===== config.mk =====
export PLATFORM = sky130hd
export DESIGN_NAME = scsi_dma_regs
export DESIGN_NICKNAME = d
export VERILOG_FILES = /design/src/rtl/sdma_pkg.sv /design/src/rtl/sdma_cmd_dec.sv /design/src/rtl/sdma_chunk.sv /design/src/rtl/sdma_rmux.sv /design/src/rtl/scsi_dma_regs.sv
export SDC_FILE = /design/constraint.sdc
export NUM_CORES = 1
export LEC_CHECK = 0
export BUFFER_PORTS_ARGS = -buffer_cell sky130_fd_sc_hd__buf_2
export CORE_ASPECT_RATIO = 1.25
export CORE_MARGIN = 5
export CORE_UTILIZATION = 49
export CTS_BUF_LIST = sky130_fd_sc_hd__clkbuf_16
export DETAILED_ROUTE_END_ITERATION = 8
export PLACE_DENSITY = 0.72
export SYNTH_ARGS = -nofsm -noshare
export SYNTH_HDL_FRONTEND = slang
export SYNTH_SLANG_ARGS = --single-unit

===== constraint.sdc =====
create_clock -name clk -period 8.5 [get_ports clk]
set_input_delay 0.85 -clock clk [delete_from_list [all_inputs] [get_ports clk]]
set_output_delay 0.85 -clock clk [all_outputs]
set_load 0.1 [all_outputs]

===== src/rtl/sdma_pkg.sv =====
`timescale 1ns/1ps
package sdma_pkg;
    typedef enum logic [1:0] {
        OP_IDLE  = 2'd0,
        OP_BLAST = 2'd1,
        OP_ABORT = 2'd2,
        OP_START = 2'd3
    } op_e;

    localparam logic [2:0] IX_CMD  = 3'd0;
    localparam logic [2:0] IX_SCNT = 3'd1;
    localparam logic [2:0] IX_SADR = 3'd2;
    localparam logic [2:0] IX_WCNT = 3'd3;
    localparam logic [2:0] IX_WADR = 3'd4;
    localparam logic [2:0] IX_STAT = 3'd5;
    localparam logic [2:0] IX_SDSC = 3'd6;
    localparam logic [2:0] IX_WDSC = 3'd7;

    localparam int CMD_BITS   = 8;
    localparam int CMD_DONEIE = 6;
    localparam int CMD_DIR    = 7;
    localparam int ST_DONE    = 3;
    localparam int ST_CORE    = 4;
endpackage


===== src/rtl/sdma_cmd_dec.sv =====
`timescale 1ns/1ps
module sdma_cmd_dec
    import sdma_pkg::*;
(
    input  logic       wr_en,
    input  logic [2:0] idx,
    input  logic [1:0] op,
    output logic       cmd_we,
    output logic       scnt_we,
    output logic       sadr_we,
    output logic       sdsc_we,
    output logic       stat_we,
    output logic       go_idle,
    output logic       go_abort,
    output logic       go_start
);
    always_comb begin
        cmd_we  = wr_en && (idx == IX_CMD);
        scnt_we = wr_en && (idx == IX_SCNT);
        sadr_we = wr_en && (idx == IX_SADR);
        sdsc_we = wr_en && (idx == IX_SDSC);
        stat_we = wr_en && (idx == IX_STAT);
        go_idle  = cmd_we && (op_e'(op) == OP_IDLE);
        go_abort = cmd_we && (op_e'(op) == OP_ABORT);
        go_start = cmd_we && (op_e'(op) == OP_START);
    end
endmodule


===== src/rtl/sdma_chunk.sv =====
`timescale 1ns/1ps
module sdma_chunk #(
    parameter int DW = 32,
    parameter int LW = 16
) (
    input  logic          valid,
    input  logic          req_dir,
    input  logic          cfg_dir,
    input  logic [LW-1:0] req_len,
    input  logic [DW-1:0] remain,
    output logic [LW-1:0] chunk,
    output logic          refuse,
    output logic          take
);
    logic clip;
    always_comb begin
        clip   = remain < DW'(req_len);
        chunk  = clip ? remain[LW-1:0] : req_len;
        refuse = valid && (req_dir != cfg_dir);
        take   = valid && (req_dir == cfg_dir);
    end
endmodule


===== src/rtl/sdma_rmux.sv =====
`timescale 1ns/1ps
module sdma_rmux
    import sdma_pkg::*;
#(
    parameter int DW = 32
) (
    input  logic [2:0]          idx,
    input  logic [CMD_BITS-1:0] cmd,
    input  logic [DW-1:0]       scnt,
    input  logic [DW-1:0]       sadr,
    input  logic [DW-1:0]       sdsc,
    input  logic [DW-1:0]       wcnt,
    input  logic [DW-1:0]       wadr,
    input  logic [DW-1:0]       wdsc,
    input  logic                done,
    input  logic                core_irq,
    output logic [DW-1:0]       rdata
);
    always_comb begin
        unique case (idx)
            IX_CMD:  rdata = DW'(cmd);
            IX_SCNT: rdata = scnt;
            IX_SADR: rdata = sadr;
            IX_WCNT: rdata = wcnt;
            IX_WADR: rdata = wadr;
            IX_STAT: rdata = DW'({core_irq, done, 3'b000});
            IX_SDSC: rdata = sdsc;
            default: rdata = wdsc;
        endcase
    end
endmodule


===== src/rtl/scsi_dma_regs.sv =====
`timescale 1ns/1ps
module scsi_dma_regs
    import sdma_pkg::*;
#(
    parameter int DW = 32,
    parameter int LW = 16
) (
    input  logic          clk,
    input  logic          rst_n,
    input  logic          reg_wr,
    input  logic          reg_rd,
    input  logic [2:0]    reg_idx,
    input  logic [DW-1:0] reg_wdata,
    output logic [DW-1:0] reg_rdata,
    input  logic          w1c_mode,
    input  logic          mv_valid,
    input  logic          mv_dir,
    input  logic [LW-1:0] mv_len,
    output logic [LW-1:0] mv_chunk,
    output logic          mv_refuse,
    input  logic          core_irq,
    input  logic          cmd_complete,
    output logic          dma_en,
    output logic          abort_req,
    output logic          irq
);
    localparam logic [DW-1:0] WADR_RST = {DW{1'b1}};
    localparam logic [DW-1:0] WDSC_RST = {{(DW-2){1'b1}}, 2'b01};

    typedef struct packed {
        logic [CMD_BITS-1:0] cmd;
        logic [DW-1:0]       scnt;
        logic [DW-1:0]       sadr;
        logic [DW-1:0]       sdsc;
        logic [DW-1:0]       wcnt;
        logic [DW-1:0]       wadr;
        logic [DW-1:0]       wdsc;
        logic                done;
        logic                en;
    } regs_t;

    regs_t st_d, st_q;

    logic cmd_we, scnt_we, sadr_we, sdsc_we, stat_we;
    logic go_idle, go_abort, go_start;
    logic take;
    logic [DW-1:0] left;
    logic done_set, done_clr;

    sdma_cmd_dec u_dec (
        .wr_en    (reg_wr),
        .idx      (reg_idx),
        .op       (reg_wdata[1:0]),
        .cmd_we   (cmd_we),
        .scnt_we  (scnt_we),
        .sadr_we  (sadr_we),
        .sdsc_we  (sdsc_we),
        .stat_we  (stat_we),
        .go_idle  (go_idle),
        .go_abort (go_abort),
        .go_start (go_start)
    );

    sdma_chunk #(.DW(DW), .LW(LW)) u_chunk (
        .valid   (mv_valid),
        .req_dir (mv_dir),
        .cfg_dir (st_q.cmd[CMD_DIR]),
        .req_len (mv_len),
        .remain  (st_q.wcnt),
        .chunk   (mv_chunk),
        .refuse  (mv_refuse),
        .take    (take)
    );

    sdma_rmux #(.DW(DW)) u_rmux (
        .idx      (reg_idx),
        .cmd      (st_q.cmd),
        .scnt     (st_q.scnt),
        .sadr     (st_q.sadr),
        .sdsc     (st_q.sdsc),
        .wcnt     (st_q.wcnt),
        .wadr     (st_q.wadr),
        .wdsc     (st_q.wdsc),
        .done     (st_q.done),
        .core_irq (core_irq),
        .rdata    (reg_rdata)
    );

    always_comb begin
        st_d     = st_q;
        done_set = 1'b0;
        left     = st_q.wcnt - DW'(mv_chunk);
        done_clr = (stat_we && w1c_mode && reg_wdata[ST_DONE])
                || (reg_rd && (reg_idx == IX_STAT) && !w1c_mode);

        if (cmd_we)  st_d.cmd  = reg_wdata[CMD_BITS-1:0];
        if (scnt_we) st_d.scnt = reg_wdata;
        if (sadr_we) st_d.sadr = reg_wdata;
        if (sdsc_we) st_d.sdsc = reg_wdata;

        if (take) begin
            st_d.wcnt = left;
            st_d.wadr = st_q.wadr + DW'(mv_chunk);
            if (left == '0) done_set = 1'b1;
        end
        if (cmd_complete) begin
            st_d.wcnt = '0;
            done_set  = 1'b1;
        end

        st_d.done = (st_q.done && !done_clr) || done_set;

        if (go_idle) st_d.en = 1'b0;
        if (go_start) begin
            st_d.wcnt = st_q.scnt;
            st_d.wadr = st_q.sadr;
            st_d.wdsc = st_q.sdsc;
            st_d.done = 1'b0;
            st_d.en   = 1'b1;
        end
    end

    always_ff @(posedge clk) begin
        if (!rst_n) begin
            st_q      <= '0;
            st_q.wadr <= WADR_RST;
            st_q.wdsc <= WDSC_RST;
        end else begin
            st_q <= st_d;
        end
    end

    logic [DW-1:0] wcnt_q, wadr_q, scnt_q;
    logic          done_q, done_ie_q;

    always_comb begin
        dma_en    = st_q.en;
        abort_req = go_abort;
        irq       = (st_q.done && st_q.cmd[CMD_DONEIE]) || core_irq;
        wcnt_q    = st_q.wcnt;
        wadr_q    = st_q.wadr;
        scnt_q    = st_q.scnt;
        done_q    = st_q.done;
        done_ie_q = st_q.cmd[CMD_DONEIE];
    end
endmodule


==> flow_summary.json <==
{
  "yosysTopAreaCell": "dfxtp_1",
  "first_pass_iters": 5,
  "synth_cells": 1650,
  "htreeDepth": 1,
  "syn_to_final_growth_pct": 10.4,
  "hold_path_class": "register to register",
  "synthAdderAreaFrac_pct": 5.22,
  "synth_warnings": 0,
  "grtUsageMet2_pct": 47.1,
  "final_common_cell": "nand2_1",
  "port_buffers": 111,
  "syn_area_per_cell_sq_um": 7.44,
  "antenna_found_initial": 0,
  "routed_via_density": 6.20,
  "clock_path_buffers": 3,
  "leakagePower_nw": 5.53,
  "clk_pin_slew_ns": 0.06,
  "drt-total-wl_um": 43400,
  "grt_max_degree": 94,
  "cts.sinks": 202,
  "crit_required_ns": 8.93,
  "worstPathMaxFanout": 14,
  "max_slew_margin_pct": 25.5,
  "drive_above_1_share_pct": 12.5,
  "cp-end-kind": "register",
  "grt_pass1_vias": 12000,
  "synth_mux_area_share_pct": 6.59,
  "synth.distinct_cells": 74,
  "grt.busiest_layer": "met2",
  "drv_cap": 0,
  "dieArea_sq_um": 28300,
  "grt_overflow": 0,
  "core_area_sq_um": 24600,
  "final_cell_mix": "364 x nand2_1, 203 x a21oi_1, 202 x dfxtp_1",
  "utilization_pct": 55.1,
  "ys_ff_latch": 202,
  "powerDensity_nw_per_um2": 250,
  "initialDrtViolationCount": 1373,
  "tns_ns": 0,
  "wl_per_cell_um": 21.5,
  "synth_top_family_by_area": "simple AND/OR/NAND/NOR gates",
  "synthTopCellsByArea": "dfxtp_1 33%, nand2_1 11%, a21oi_1 8.3%",
  "final.hold.worst_slack_ns": 0.458,
  "crit_path_start_kind": "register",
  "grt_pass1_wl_um": 67500,
  "cts.hold.buffers_added": 0,
  "setup_viol": 0,
  "drc": 0,
  "die_w_um": 152,
  "grtUsageMet3_pct": 4.65,
  "synth_compound_gate_area_share_pct": 23.2,
  "vias": 12500,
  "track_usage_pct": 29.8,
  "clock_skew_ns": 0.0185,
  "n_antenna_cell": 0,
  "cts-root-buf": "clkbuf_16",
  "die_h_um": 187,
  "clock_latency_ns": 0.51,
  "initial_core_util_pct": 49.9,
  "ant_nets": 0,
  "synth_enable_flop_cells": 0,
  "synth_xor_area_share_pct": 3.57,
  "syn-cell-area_sq_um": 12300,
  "period_share_pct": 66.6,
  "worst_pin_slew_ns": 1.12,
  "cts_tree": "yes",
  "rows": 64,
  "drv_slew": 0,
  "nNetsFinal": 1792,
  "cts_buffers": 21,
  "crit_arrival_ns": 6.09,
  "synthArstFlopShare_pct": 0,
  "fmax_ghz": 0.177,
  "gp_congestion": 0.960,
  "synth_nets": 1760,
  "synthSimpleGateAreaFrac_pct": 23.6,
  "period_needed_ns": 5.66,
  "post_cts.repair.setup_buffers": 0,
  "post-dp-hpwl_um": 29700,
  "status": "finished, final reports clean",
  "cts_resized": 0,
  "peakVddDrop_uv": 168,
  "synth-main-ff-cell": "dfxtp_1",
  "use_met1_pct": 41.2,
  "worst-setup-path-type": "register to register",
  "io_pins": 112,
  "hold_viol_final": 0,
  "rsz0062_at_grt": "no",
  "yosysSeqAreaShare_pct": 33.0,
  "synth_top_cell_area_share_pct": 33.0
}
## report_power, final
group | switching [mW] | internal (mW)
sequential | 0.0721 | 0.999
combinational | 0.979 | 0.472
clock | 0.387 | 0.474
## cell usage after synthesis, types with 3 or more instances
cell type	number
nand2_1	364
a21oi_1	203
dfxtp_1	202
nor2_1	128
clkbuf_1	104
o21ai_0	72
nand3_1	60
ha_1	48
mux2i_1	38
a22oi_1	31
inv_1	29
xnor2_1	28
a221oi_1	26
a21o_1	22
xor2_1	22
mux2_2	21
nor3_1	20
o211ai_1	18
o21ai_1	16
mux2_1	15
nand4_1	13
buf_1	12
nor2b_1	12
or3_1	12
and3_1	11
buf_2	8
o21a_1	8
and4_1	7
a22o_1	6
and2_1	6
o2111ai_1	6
a2111oi_2	4
a211oi_1	4
nand2b_1	4
nand3b_1	4
a2111oi_0	3
a211o_1	3
a31oi_1	3
nor3b_1	3
nor4_1	3
nor4_2	3
o22ai_1	3
## worst paths after layout
check | from | to | slack (ns) | depth (start not counted)
max reg2reg | wcnt_q[22]$_SDFFE_PN0P_ | done_q$_SDFF_PP0_ | 2.84 | 17
min reg2reg | st_q[197]$_SDFFE_PN0P_ | st_q[197]$_SDFFE_PN0P_ | 0.46 | 2
min | st_q[197]$_SDFFE_PN0P_ | st_q[197]$_SDFFE_PN0P_ | 0.46 | 2
max | wcnt_q[22]$_SDFFE_PN0P_ | done_q$_SDFF_PP0_ | 2.84 | 17
## stage by stage
step           total power [mW]  instances  instance area, sq um  worst slack (ns)
2_1_floorplan              2.17       1650                 12300              1.79
3_3_place_gp               2.50       1989                 13000              2.56
3_5_place_dp               2.51       1989                 13000              2.61
4_1_cts                    3.36       2020                 13600              2.89
5_1_grt                    3.53       2020                 13600              2.53
6_report                   3.38       2020                 13600              2.84
## cell type report
| type | instances | area, sq um |
|---|---|---|
| Fill cell | 2344 | 11000 |
| Multi-Input combinational cell | 1294 | 7660 |
| Sequential cell | 202 | 4040 |
| Timing Repair Buffer | 134 | 728 |
| Clock buffer | 21 | 526 |
| Tap cell | 330 | 413 |
| Inverter | 29 | 111 |
| Clock inverter | 10 | 72.6 |
## layer usage
layer  up-vias  part of all wire (%)
met5         -                     0
met4         0                   3.3
met3       105                   9.8
met2       695                    46
met1      5853                    41
li1       5881                     -
## kinds of logic (layout without fill, tap and decap cells)
kind of cell	Yosys count	after routing
AND/OR/NAND/NOR	661	661
AO/OA/AOI/OAI	458	458
XOR/XNOR	50	50
adder cells (fa/ha/maj)	50	50
buffers and inverters	154	194
multiplexers	75	75
flip-flops	202	202
## state kept, by name, indices dropped and copies added (netlist names)
| name | count |
|---|---|
| wcnt_q | 32 |
| scnt_q | 32 |
| done_ie_q | 1 |
| dma_en | 1 |
| st_q | 103 |
| done_q | 1 |
| wadr_q | 32 |
## critical path, cell delays in order (launching register included)
cell and delay, ns:
dfxtp_1 0.43, nor4_2 0.68, nand2_1 0.18, nor3_1 0.21
nand3_1 0.17, a211o_1 0.49, mux2_1 0.48, ha_1 0.23
fa_1 0.67, nor4bb_1 0.39, o2111ai_1 0.18, nor4bb_1 0.37
nand4_1 0.17, nor4_2 0.23, o2111ai_1 0.16, nor4_2 0.20
nand4_1 0.14, o31ai_2 0.17
Note: power is estimated with default switching activity, not from simulation.
